--- src/rtl/mode_guard_pkg.sv ---
package mode_guard_pkg;

  localparam int CL_W  = 2;
  localparam int LEN_W = 4;

  typedef struct packed {
    logic load;
    logic reject;
  } strobe_t;

  typedef struct packed {
    logic [CL_W-1:0]  cl;
    logic             interleave;
    logic [LEN_W-1:0] rdLen;
    logic [LEN_W-1:0] wrLen;
  } mode_t;

endpackage

--- src/rtl/mode_guard_ctrl.sv ---
module mode_guard_ctrl
  import mode_guard_pkg::*;
(
  input  logic    cmdValid,
  input  logic    banksIdle,
  input  logic    wordLegal,
  output strobe_t strobes
);

  logic acceptOk;

  always_comb begin
    acceptOk       = banksIdle && wordLegal;
    strobes.load   = cmdValid && acceptOk;
    strobes.reject = cmdValid && !acceptOk;
  end

endmodule

--- src/rtl/mode_guard_dp.sv ---
module mode_guard_dp
  import mode_guard_pkg::*;
#(
  parameter int ADDR_W   = 12,
  parameter int RESET_CL = 3
) (
  input  logic              clk,
  input  logic              rstN,
  input  logic [ADDR_W-1:0] addrWord,
  input  strobe_t           strobes,
  output logic              wordLegal,
  output mode_t             mode,
  output logic              rejectPulse
);

  localparam int LEN_LO = 0;
  localparam int TYPE_B = 3;
  localparam int CL_LO  = 4;
  localparam int RSV_LO = 7;
  localparam int WSEL_B = 9;

  logic [2:0] lenCode;
  logic [2:0] clCode;
  logic [1:0] rsvBits;
  logic       lenOk;
  logic       clOk;
  logic       rsvOk;
  mode_t      nextMode;
  mode_t      resetMode;

  always_comb begin
    lenCode   = addrWord[LEN_LO +: 3];
    clCode    = addrWord[CL_LO +: 3];
    rsvBits   = addrWord[RSV_LO +: 2];
    lenOk     = (lenCode[2] == 1'b0);
    clOk      = (clCode[2] == 1'b0) && (clCode[1:0] != 2'b00);
    rsvOk     = (rsvBits == 2'b00);
    wordLegal = lenOk && clOk && rsvOk;

    nextMode.cl         = clCode[CL_W-1:0];
    nextMode.interleave = addrWord[TYPE_B];
    nextMode.rdLen      = LEN_W'(1) << lenCode[1:0];
    nextMode.wrLen      = addrWord[WSEL_B] ? LEN_W'(1) : nextMode.rdLen;

    resetMode.cl         = CL_W'(RESET_CL);
    resetMode.interleave = 1'b0;
    resetMode.rdLen      = LEN_W'(1);
    resetMode.wrLen      = LEN_W'(1);
  end

  always_ff @(posedge clk or negedge rstN) begin
    if (!rstN) begin
      mode        <= resetMode;
      rejectPulse <= 1'b0;
    end else begin
      rejectPulse <= strobes.reject;
      if (strobes.load) begin
        mode <= nextMode;
      end
    end
  end

  // the stored write length is one beat or the stored read length
  a_r7_wr_len_shape: assert property (@(posedge clk) disable iff (!rstN)
    $onehot(mode.wrLen) && (mode.wrLen == 1 || mode.wrLen == mode.rdLen));

  // the stored latency never reaches the illegal zero code
  a_r2_cl_nonzero: assert property (@(posedge clk) disable iff (!rstN)
    mode.cl != '0);

endmodule

--- src/rtl/sdram_mode_guard.sv ---
module sdram_mode_guard
  import mode_guard_pkg::*;
#(
  parameter int ADDR_W   = 12,
  parameter int RESET_CL = 3
) (
  input  logic              clk,
  input  logic              rstN,
  input  logic              cmdValid,
  input  logic              banksIdle,
  input  logic [ADDR_W-1:0] addrWord,
  output logic [CL_W-1:0]   casLatency,
  output logic              burstInterleave,
  output logic [LEN_W-1:0]  readBurstLen,
  output logic [LEN_W-1:0]  writeBurstLen,
  output logic              rejectPulse
);

  strobe_t strobes;
  logic    wordLegal;
  mode_t   mode;

  mode_guard_ctrl u_ctrl (
    .cmdValid (cmdValid),
    .banksIdle(banksIdle),
    .wordLegal(wordLegal),
    .strobes  (strobes)
  );

  mode_guard_dp #(
    .ADDR_W  (ADDR_W),
    .RESET_CL(RESET_CL)
  ) u_dp (
    .clk        (clk),
    .rstN       (rstN),
    .addrWord   (addrWord),
    .strobes    (strobes),
    .wordLegal  (wordLegal),
    .mode       (mode),
    .rejectPulse(rejectPulse)
  );

  assign casLatency      = mode.cl;
  assign burstInterleave = mode.interleave;
  assign readBurstLen    = mode.rdLen;
  assign writeBurstLen   = mode.wrLen;

  logic [CL_W+1+2*LEN_W-1:0] cfgView;
  assign cfgView = {casLatency, burstInterleave, readBurstLen, writeBurstLen};

  // no command, no change
  a_r10_idle_hold: assert property (@(posedge clk) disable iff (!rstN)
    !cmdValid |=> $stable(cfgView) && !rejectPulse);

  // busy banks block the update and produce a reject
  a_r8_busy_hold: assert property (@(posedge clk) disable iff (!rstN)
    cmdValid && !banksIdle |=> $stable(cfgView) && rejectPulse);

  // bad burst length code keeps the settings
  a_r3_bad_len_hold: assert property (@(posedge clk) disable iff (!rstN)
    cmdValid && addrWord[2] |=> $stable(cfgView) && rejectPulse);

  // bad latency code keeps the settings
  a_r4_bad_cl_hold: assert property (@(posedge clk) disable iff (!rstN)
    cmdValid && (addrWord[6] || addrWord[5:4] == 2'b00) |=> $stable(cfgView) && rejectPulse);

  // reserved bits set keep the settings
  a_r5_rsv_hold: assert property (@(posedge clk) disable iff (!rstN)
    cmdValid && (addrWord[8:7] != 2'b00) |=> $stable(cfgView) && rejectPulse);

  // a reject always traces back to a command one cycle earlier
  a_r9_reject_cause: assert property (@(posedge clk) disable iff (!rstN)
    !cmdValid |=> !rejectPulse);

endmodule

--- config.mk ---
export PLATFORM = sky130hd
export DESIGN_NAME = sdram_mode_guard
export DESIGN_NICKNAME = d
export VERILOG_FILES = /design/src/rtl/mode_guard_pkg.sv /design/src/rtl/mode_guard_ctrl.sv /design/src/rtl/mode_guard_dp.sv /design/src/rtl/sdram_mode_guard.sv
export SDC_FILE = /design/constraint.sdc
export NUM_CORES = 1
export LEC_CHECK = 0
export BUFFER_PORTS_ARGS = -buffer_cell sky130_fd_sc_hd__buf_2
export CAP_MARGIN = 20
export CORE_AREA = 4 4 41 43
export DETAILED_ROUTE_END_ITERATION = 6
export DIE_AREA = 0 0 45 47
export PLACE_DENSITY_LB_ADDON = 0.12
export REMOVE_ABC_BUFFERS = 1
export SLEW_MARGIN = 20
export SYNTH_ARGS = -nofsm -noshare
export SYNTH_HDL_FRONTEND = slang
export SYNTH_SLANG_ARGS = --single-unit
--- constraint.sdc ---
create_clock -name clk -period 1.98 [get_ports clk]
set_clock_uncertainty 0.1 [all_clocks]
set_input_delay 0.297 -clock clk [delete_from_list [all_inputs] [get_ports clk]]
set_output_delay 0.297 -clock clk [all_outputs]
set_load 0.01 [all_outputs]
# Word level (Yosys, flattened, before mapping)

Cells that the tools add are included.

Output and inout port bits: 12
Logic and storage cells: 18
Register bits: 12

Muxes and demuxes: 1
Shift operators: 1
Bitwise gates (word level): 2
Reductions and logical operators: 9

Operator list:

| kind                  | count |
|---|---|
| $logic_and A1 B1 Y1   | 6 |
| $mux W4               | 1 |
| $shl A1 B2 Y4 const A | 1 |
| $logic_not A2 Y1      | 1 |
| $not A1 Y1            | 2 |
| $reduce_bool A2 Y1    | 1 |
| $logic_not A1 Y1      | 1 |

# Logic depth before layout (Yosys ltp)

Gate-level depths: netlist of run 1.

Word-level depth: 7
Gate-level depth with buffers: 4
Depth with buffers taken out: 3

# Modules after synthesis

A second synthesis of run 1 with hierarchy kept.

Cells, all modules: 41
Area total of the unflattened synthesis: 529.3 um^2

By module, submodules not included:

| module          | cells each | area an instance (um^2) | sequential area each (um^2) | times used |
|---|---|---|---|---|
| mode_guard_dp   | 39         | 511.7                   | 305.3                       | 1 |
| mode_guard_ctrl | 2          | 17.5                    | 0.0                         | 1 |

# Worst setup path before layout of run 1

Ideal clock, no wire load.

Path type: input port to flip-flop
Start: input addrWord[2]
End: register, netlist name u_dp.mode[2]
Data arrival time: 1.219 ns
Required time: 1.755 ns
Path buffers: 1
Cell stages on the path: 4
Path slack: 0.536 ns
Cells stage by stage: nor4b_2 > o2111a_2 > buf_12 > mux2_4

Word-level cells in the longest chain between the ends: 5

RTL lines:

| what                              | RTL line               | text |
|---|---|---|
| from (decl)                       | sdram_mode_guard.sv:11 | `input logic [ADDR_W-1:0] addrWord,` |
| $not A1 Y1                        | mode_guard_dp.sv:35    | `lenOk = (lenCode[2] == 1'b0);` |
| $logic_and A1 B1 Y1 (2 in series) | mode_guard_dp.sv:38    | `wordLegal = lenOk && clOk && rsvOk;` |
| $logic_and A1 B1 Y1               | mode_guard_ctrl.sv:13  | `acceptOk = banksIdle && wordLegal;` |
| $logic_and A1 B1 Y1               | mode_guard_ctrl.sv:14  | `strobes.load = cmdValid && acceptOk;` |

Every way passes these cells.
A chain may end at the register's enable or synchronous reset.

# Worst setup path in the final report of run 1

Start: input addrWord[2]
End: register, netlist name u_dp.mode[1]

Word-level cells in the longest chain between the ends: 5

RTL lines:

| what                              | RTL line |
|---|---|
| $not A1 Y1                        | mode_guard_dp.sv:35 |
| $logic_and A1 B1 Y1 (2 in series) | mode_guard_dp.sv:38 |
| $logic_and A1 B1 Y1               | mode_guard_ctrl.sv:13 |
| $logic_and A1 B1 Y1               | mode_guard_ctrl.sv:14 |

Every way passes these cells.

==> flow_summary.json, run 1 <==
{
  "status": "finished clean",
  "core_area_um2": 1301,
  "max-clock-path-buffers": 2,
  "worst_slew_pin_slew_ns": 0.3698,
  "startpoint_type": "primary input",
  "rsz0062_at_grt": "false",
  "grt_pass1_wl_um": 1690,
  "placed_cell_area_um2": 698.2,
  "place.gp.congestion": 0.6324,
  "clkLatencyLatePin_ns": 0.26,
  "rows": 13,
  "grt_usage": 0.1115,
  "io_buffers": 25,
  "combPwrFrac": 0.197,
  "cp_slowest_stage_delay_ns": 0.48,
  "hold_viol": 0,
  "max_freq_mhz": 666.4,
  "critical_path.cell_chain": "buf_2 -> nor4b_2 -> o2111a_2 -> mux2_2",
  "fill_cells": 119,
  "ys_seq_elements": 12,
  "synthSimpleGateAreaFrac": 0.09586,
  "tns_ns": 0,
  "slew_headroom": 0.7534,
  "leakagePower_nw": 0.3827,
  "syn2layout_area_growth_pct": 29.63,
  "drv_cap": 0,
  "cts_htree_levels": 1,
  "finalPower_uw": 602.9,
  "wire_per_inst_um": 12.52,
  "clk_pin_slew_ns": 0.07,
  "r2r_start": "u_dp.mode[3]$_DFFE_PN0P_",
  "ctsRootBufferMaster": "clkbuf_4",
  "setup_viol": 0,
  "initial_core_util": 0.4413,
  "dieWidth_um": 45,
  "n_antenna_cell": 0,
  "p_per_area_nw_per_um2": 809.8,
  "worstPathMaxFanout": 11,
  "grt_pass1_vias": 410,
  "synthMuxAreaShare": 0.2636,
  "peakVddDrop_mv": 0.4308,
  "seqPwrFrac": 0.493,
  "grt-ovfl-total": 0,
  "min_from": "addrWord[3]",
  "dp_cells": 78,
  "fin_crit_ns": 1.500,
  "drive_gt1_frac": 0.6471,
  "postCtsSetupBuffers": 0,
  "cp.arrival_ns": 1.55,
  "hpwl_um": 822.3,
  "cp.required_ns": 2.03,
  "synthXorXnorAreaFrac": 0,
  "initialDrtViolationCount": 2,
  "worstSetupEndpointType": "flop",
  "yosysWarnings": 0,
  "final_cells": 83,
  "synth-seq-area-share": 0.5316,
  "power.switching_uw": 141.8,
  "antenna_found_initial": 0,
  "slowest_stage": "o2111a_2",
  "drcViolationCount": 0,
  "p_int_uw": 461.1,
  "cts_tree": "yes",
  "final_area_um2": 744.5,
  "dr.pass1.iters": 2,
  "clock-sinks": 12,
  "syn_avg_cell_area_um2": 14.73,
  "path_delay_family": "compound AO/OA/AOI/OAI gates",
  "synth_compound_area_frac": 0.05447,
  "cp_num_buf_inv": 1,
  "wl_um": 1039,
  "slew_violations": 0,
  "worstSetupPathType": "in -> reg",
  "vias": 399,
  "post-route-period-util": 0.7578,
  "nets": 85,
  "syn_area_um2": 574.3,
  "min_path_type": "in -> reg",
  "swShare": 0.2352,
  "dieArea_um2": 2115,
  "finalWorstSetupSlack_ns": 0.4795,
  "cts_made_buffers": 3,
  "synthAdderAreaFrac": 0,
  "crit_start": "addrWord[2]",
  "yosysUniqueCellTypes": 14,
  "avgViaCountPerCell": 4.807,
  "pin_count": 28,
  "die_h_um": 47,
  "dp_slack_ns": 0.1903,
  "clkPwrFrac": 0.309,
  "synthCells": 39,
  "grt_max_degree": 13,
  "synth_top_family_by_area": "multiplexers",
  "postRouteAntennaNets": 0
}
[per-stage QoR]
| stage | hold WS (ns) | util |
|---|---|---|
| floorplan | -0.09859 | - |
| global route | 0.1635 | 0.5721 |
| detailed placement | 0.08496 | 0.5365 |
| global placement | 0.08727 | 0.5365 |
| finish | 0.1676 | 0.5721 |
| CTS | 0.1627 | 0.5721 |
[metal layers]
layer,up-vias,share of wire,GRT usage,routed length [µm]
li1,197,-,-,-
met1,183,0.45,0.1425,466
met2,19,0.43,0.1780,446
met3,0,0.12,0.03831,126
met4,0,0,0.03509,0
met5,-,0,0,0
[synthesized netlist by cell type]
library cell / instances / area [µm²]
nor4b_2: 1 / 15.01
nand2_1: 1 / 3.750
o2111a_2: 1 / 12.51
dfstp_2: 4 / 105.1
mux2_2: 1 / 11.26
nor2b_1: 4 / 25.02
o41a_1: 1 / 11.26
nor2_1: 3 / 11.26
mux2_4: 8 / 120.1
dfrtp_1: 8 / 200.2
buf_12: 1 / 20.02
o211ai_1: 1 / 7.510
inv_1: 3 / 11.26
mux2i_1: 2 / 20.02
[final timing paths]
| check | end | slack, ns | cells past startpoint |
|---|---|---|---|
| hold reg to reg | u_dp.mode[0]$_DFFE_PN1P_ | 0.36 | 2 |
| max in group asynchronous | u_dp.mode[0]$_DFFE_PN1P_ | 1.18 | 2 |
| setup / recovery | u_dp.mode[1]$_DFFE_PN0P_ | 0.48 | 4 |
| setup reg to reg | u_dp.mode[3]$_DFFE_PN0P_ | 1.11 | 1 |
| hold / removal | u_dp.mode[8]$_DFFE_PN0P_ | 0.17 | 2 |
| min in group asynchronous | u_dp.mode[2]$_DFFE_PN0P_ | 0.33 | 2 |
[flip-flops by register name (all words and copies together), names as in the netlist]
signal and cells:
u_dp.mode 11, u_dp.rejectPulse 1
[area by class of cell]
| type | count | area, µm² | share of cell area |
|---|---|---|---|
| clock buffer | 4 | 36.28 | 0.04874 |
| inverter | 3 | 11.26 | 0.01513 |
| multi-input combinational | 23 | 237.7 | 0.3193 |
| sequential | 12 | 305.3 | 0.4101 |
| tap | 15 | 18.77 | 0.02521 |
| timing repair buffer | 26 | 135.1 | 0.1815 |
[cell families after synthesis]
group	after synthesis
and+or+nand+nor	9
muxes	11
DFF	12
buffers and inverters	4
AOI/OAI and AO/OA	3
[cells in the final DEF (no fill, tap or decap), types with 2 or more instances in the layout]
master and instances:
nor2_1 3, nor2b_1 4, dfrtp_1 8, mux2_4 8, inv_1 3, dfstp_2 4
mux2i_1 2, clkbuf_4 3, buf_2 25
[timing repair]
action / 4_1_cts / 5_1_grt
resized for setup: 0 / 0
hold endpoints to repair: 8 / 0
hold buffers: 1 / 0
[power by group through the flow]
| stage | clock (mW) | combinational [mW] | sequential [mW] |
|---|---|---|---|
| final | 0.186 | 0.119 | 0.298 |
| after global routing | 0.209 | 0.130 | 0.301 |
| after CTS | 0.194 | 0.122 | 0.298 |
| after detailed placement | 0 | 0.120 | 0.301 |
| after global placement | 0 | 0.119 | 0.302 |
| after floorplan | 0 | 0.0456 | 0.318 |
Power figures use the tool's default switching activity.
==> run 2: changes to the inputs <==
CORE_AREA = default   (was 4 4 41 43)
CORE_MARGIN = 4   (was default)
CORE_UTILIZATION = 43   (was default)
DIE_AREA = default   (was 0 0 45 47)
clock period = 1.4 ns   (was 1.98 ns; I/O delays follow)
==> run 2 against run 1 <==
Effect of this change: cell area up 2.0%; utilization increased by 6.8 points; register-to-register slack lost 0.57 ns; largest power group unchanged.
==> flow_summary.json, run 2 (synthesis gave the netlist of run 1 again) <==
{
  "largest_reg_flops": 11,
  "status": "finished clean",
  "swShare": 0.2514,
  "largest_register": "u_dp.mode",
  "dr.pass1.iters": 3,
  "wl_um": 1157,
  "grt_pass1_vias": 411,
  "register_area_um2": 305.3,
  "grt_usage": 0.1287,
  "max-clock-path-buffers": 2,
  "final_cell_mix": "25 x buf_2, 8 x mux2_4, 8 x dfrtp_1",
  "grt_max_degree": 13,
  "peakVddDrop_mv": 0.5543,
  "postCtsSetupBuffers": 0,
  "avgViaCountPerCell": 4.765,
  "io_buffers": 25,
  "grt-ovfl-total": 0,
  "grt_pass1_wl_um": 1821,
  "clkPwrFrac": 0.255,
  "cp_slowest_stage_delay_ns": 0.29,
  "seqPwrFrac": 0.528,
  "worst_slew_pin_slew_ns": 0.2607,
  "crit_start": "addrWord[2]",
  "combPwrFrac": 0.216,
  "holdWs_ns": 0.08117,
  "drive_gt1_frac": 0.6620,
  "slew_violations": 0,
  "cts_htree_levels": 1,
  "r2r_start": "u_dp.mode[6]$_DFFE_PN0P_",
  "postRouteAntennaNets": 0,
  "p_int_uw": 596.5,
  "dieWidth_um": 44.55,
  "setup_viol": 0,
  "wire_per_inst_um": 13.61,
  "leakagePower_nw": 0.3967,
  "clkLatencyLatePin_ns": 0.26,
  "n_antenna_cell": 0,
  "critical_path.cell_chain": "buf_2 -> nor4b_2 -> o2111a_2 -> buf_4 -> mux2_4",
  "p_per_area_nw_per_um2": 1049,
  "drv_cap": 0,
  "cts_resized": 0,
  "die_h_um": 44.55,
  "worstSetupPathType": "in -> reg",
  "finalPower_uw": 796.9,
  "nets": 89,
  "reg2reg_depth": 1,
  "reg_top3": "u_dp.mode: 11 flops, u_dp.rejectPulse: 1 flops",
  "multiInputGateArea_um2": 237.7,
  "cts_made_buffers": 3,
  "rows": 12,
  "wl_met2_um": 573,
  "power.switching_uw": 200.3,
  "clk_pin_slew_ns": 0.07,
  "final_common_cell": "buf_2",
  "fin_crit_ns": 1.256,
  "dieArea_um2": 1984,
  "min_path_type": "in -> reg",
  "slew_headroom": 0.8262,
  "ctsRootBufferMaster": "clkbuf_4",
  "vias": 405,
  "pin_count": 28,
  "cp.required_ns": 1.45,
  "max_freq_mhz": 796.3,
  "cts_tree": "yes",
  "cp.arrival_ns": 1.31,
  "slowest_stage": "mux2_4",
  "wl_met3_um": 83,
  "post-route-period-util": 0.8970,
  "startpoint_type": "primary input",
  "clock-sinks": 12,
  "core_area_um2": 1186,
  "ctsHoldBuffers": 1,
  "top_layer_used": "met4",
  "antenna_found_initial": 0,
  "initialDrtViolationCount": 3,
  "place.gp.congestion": 0.6721,
  "syn2layout_area_growth_pct": 32.24,
  "holdPathStages": 2,
  "rsz0062_at_grt": "false",
  "worstPathMaxFanout": 4,
  "hold_viol": 0,
  "met1Wirelength_um": 479,
  "drcViolationCount": 0,
  "fill_cells": 101,
  "initial_core_util": 0.4842,
  "worstSetupEndpointType": "flop",
  "min_from": "addrWord[3]",
  "hpwl_um": 912.2
}
-- run 2: cell types whose count changed in the layout (fill, tap and decap cells not counted) --
cell and delta:
buf_4 +4, clkbuf_8 -1
-- run 2: stage by stage --
stage | worst slack (ns) | area [µm²] | util | cells | TNS (ns)
2_1_floorplan | -0.04941 | 554.3 | - | 38 | -0.08984
3_3_place_gp | -0.1187 | 726.9 | 0.6129 | 81 | -0.7127
3_5_place_dp | -0.1496 | 726.9 | 0.6129 | 81 | -1.042
4_1_cts | 0.1343 | 759.5 | 0.6403 | 85 | 0
5_1_grt | 0.06482 | 759.5 | 0.6403 | 85 | 0
6_report | 0.1441 | 759.5 | 0.6403 | 85 | 0
-- run 2: layer usage --
| layer | GRT usage | vias up |
|---|---|---|
| li1 | - | 202 |
| met1 | 0.1571 | 184 |
| met2 | 0.2006 | 14 |
| met3 | 0.03659 | 5 |
| met4 | 0.07229 | 0 |
| met5 | 0 | - |
-- run 2: worst paths after layout --
kind                                            end  slack, ns
min reg2reg                u_dp.mode[0]$_DFFE_PN1P_       0.36
max in group asynchronous  u_dp.mode[4]$_DFFE_PN1P_       0.68
min                        u_dp.mode[8]$_DFFE_PN0P_       0.08
max reg2reg                u_dp.mode[6]$_DFFE_PN0P_       0.54
max                        u_dp.mode[3]$_DFFE_PN0P_       0.14
min in group asynchronous  u_dp.mode[8]$_DFFE_PN0P_       0.25
-- run 2: cell type report --
type,instances,area share
clock buffer,3,0.02965
inverter,3,0.01483
multi-input combinational,23,0.3130
sequential,12,0.4020
tap,14,0.02306
timing repair buffer,30,0.2175
-- run 2: power groups by stage --
stage	Sequential (mW)	Clock [mW]	Combinational [mW]
after floorplan	0.450	0	0.0645
after global placement	0.427	0	0.169
after detailed placement	0.427	0	0.173
after CTS	0.422	0.214	0.176
after global routing	0.428	0.227	0.187
final	0.421	0.203	0.172
-- run 2: critical path: cells and delay by family --
family          cells  cell delay (ns)
compound gates      1             0.27
buf+inv             2             0.26
mux                 1             0.29
simple gates        1             0.27
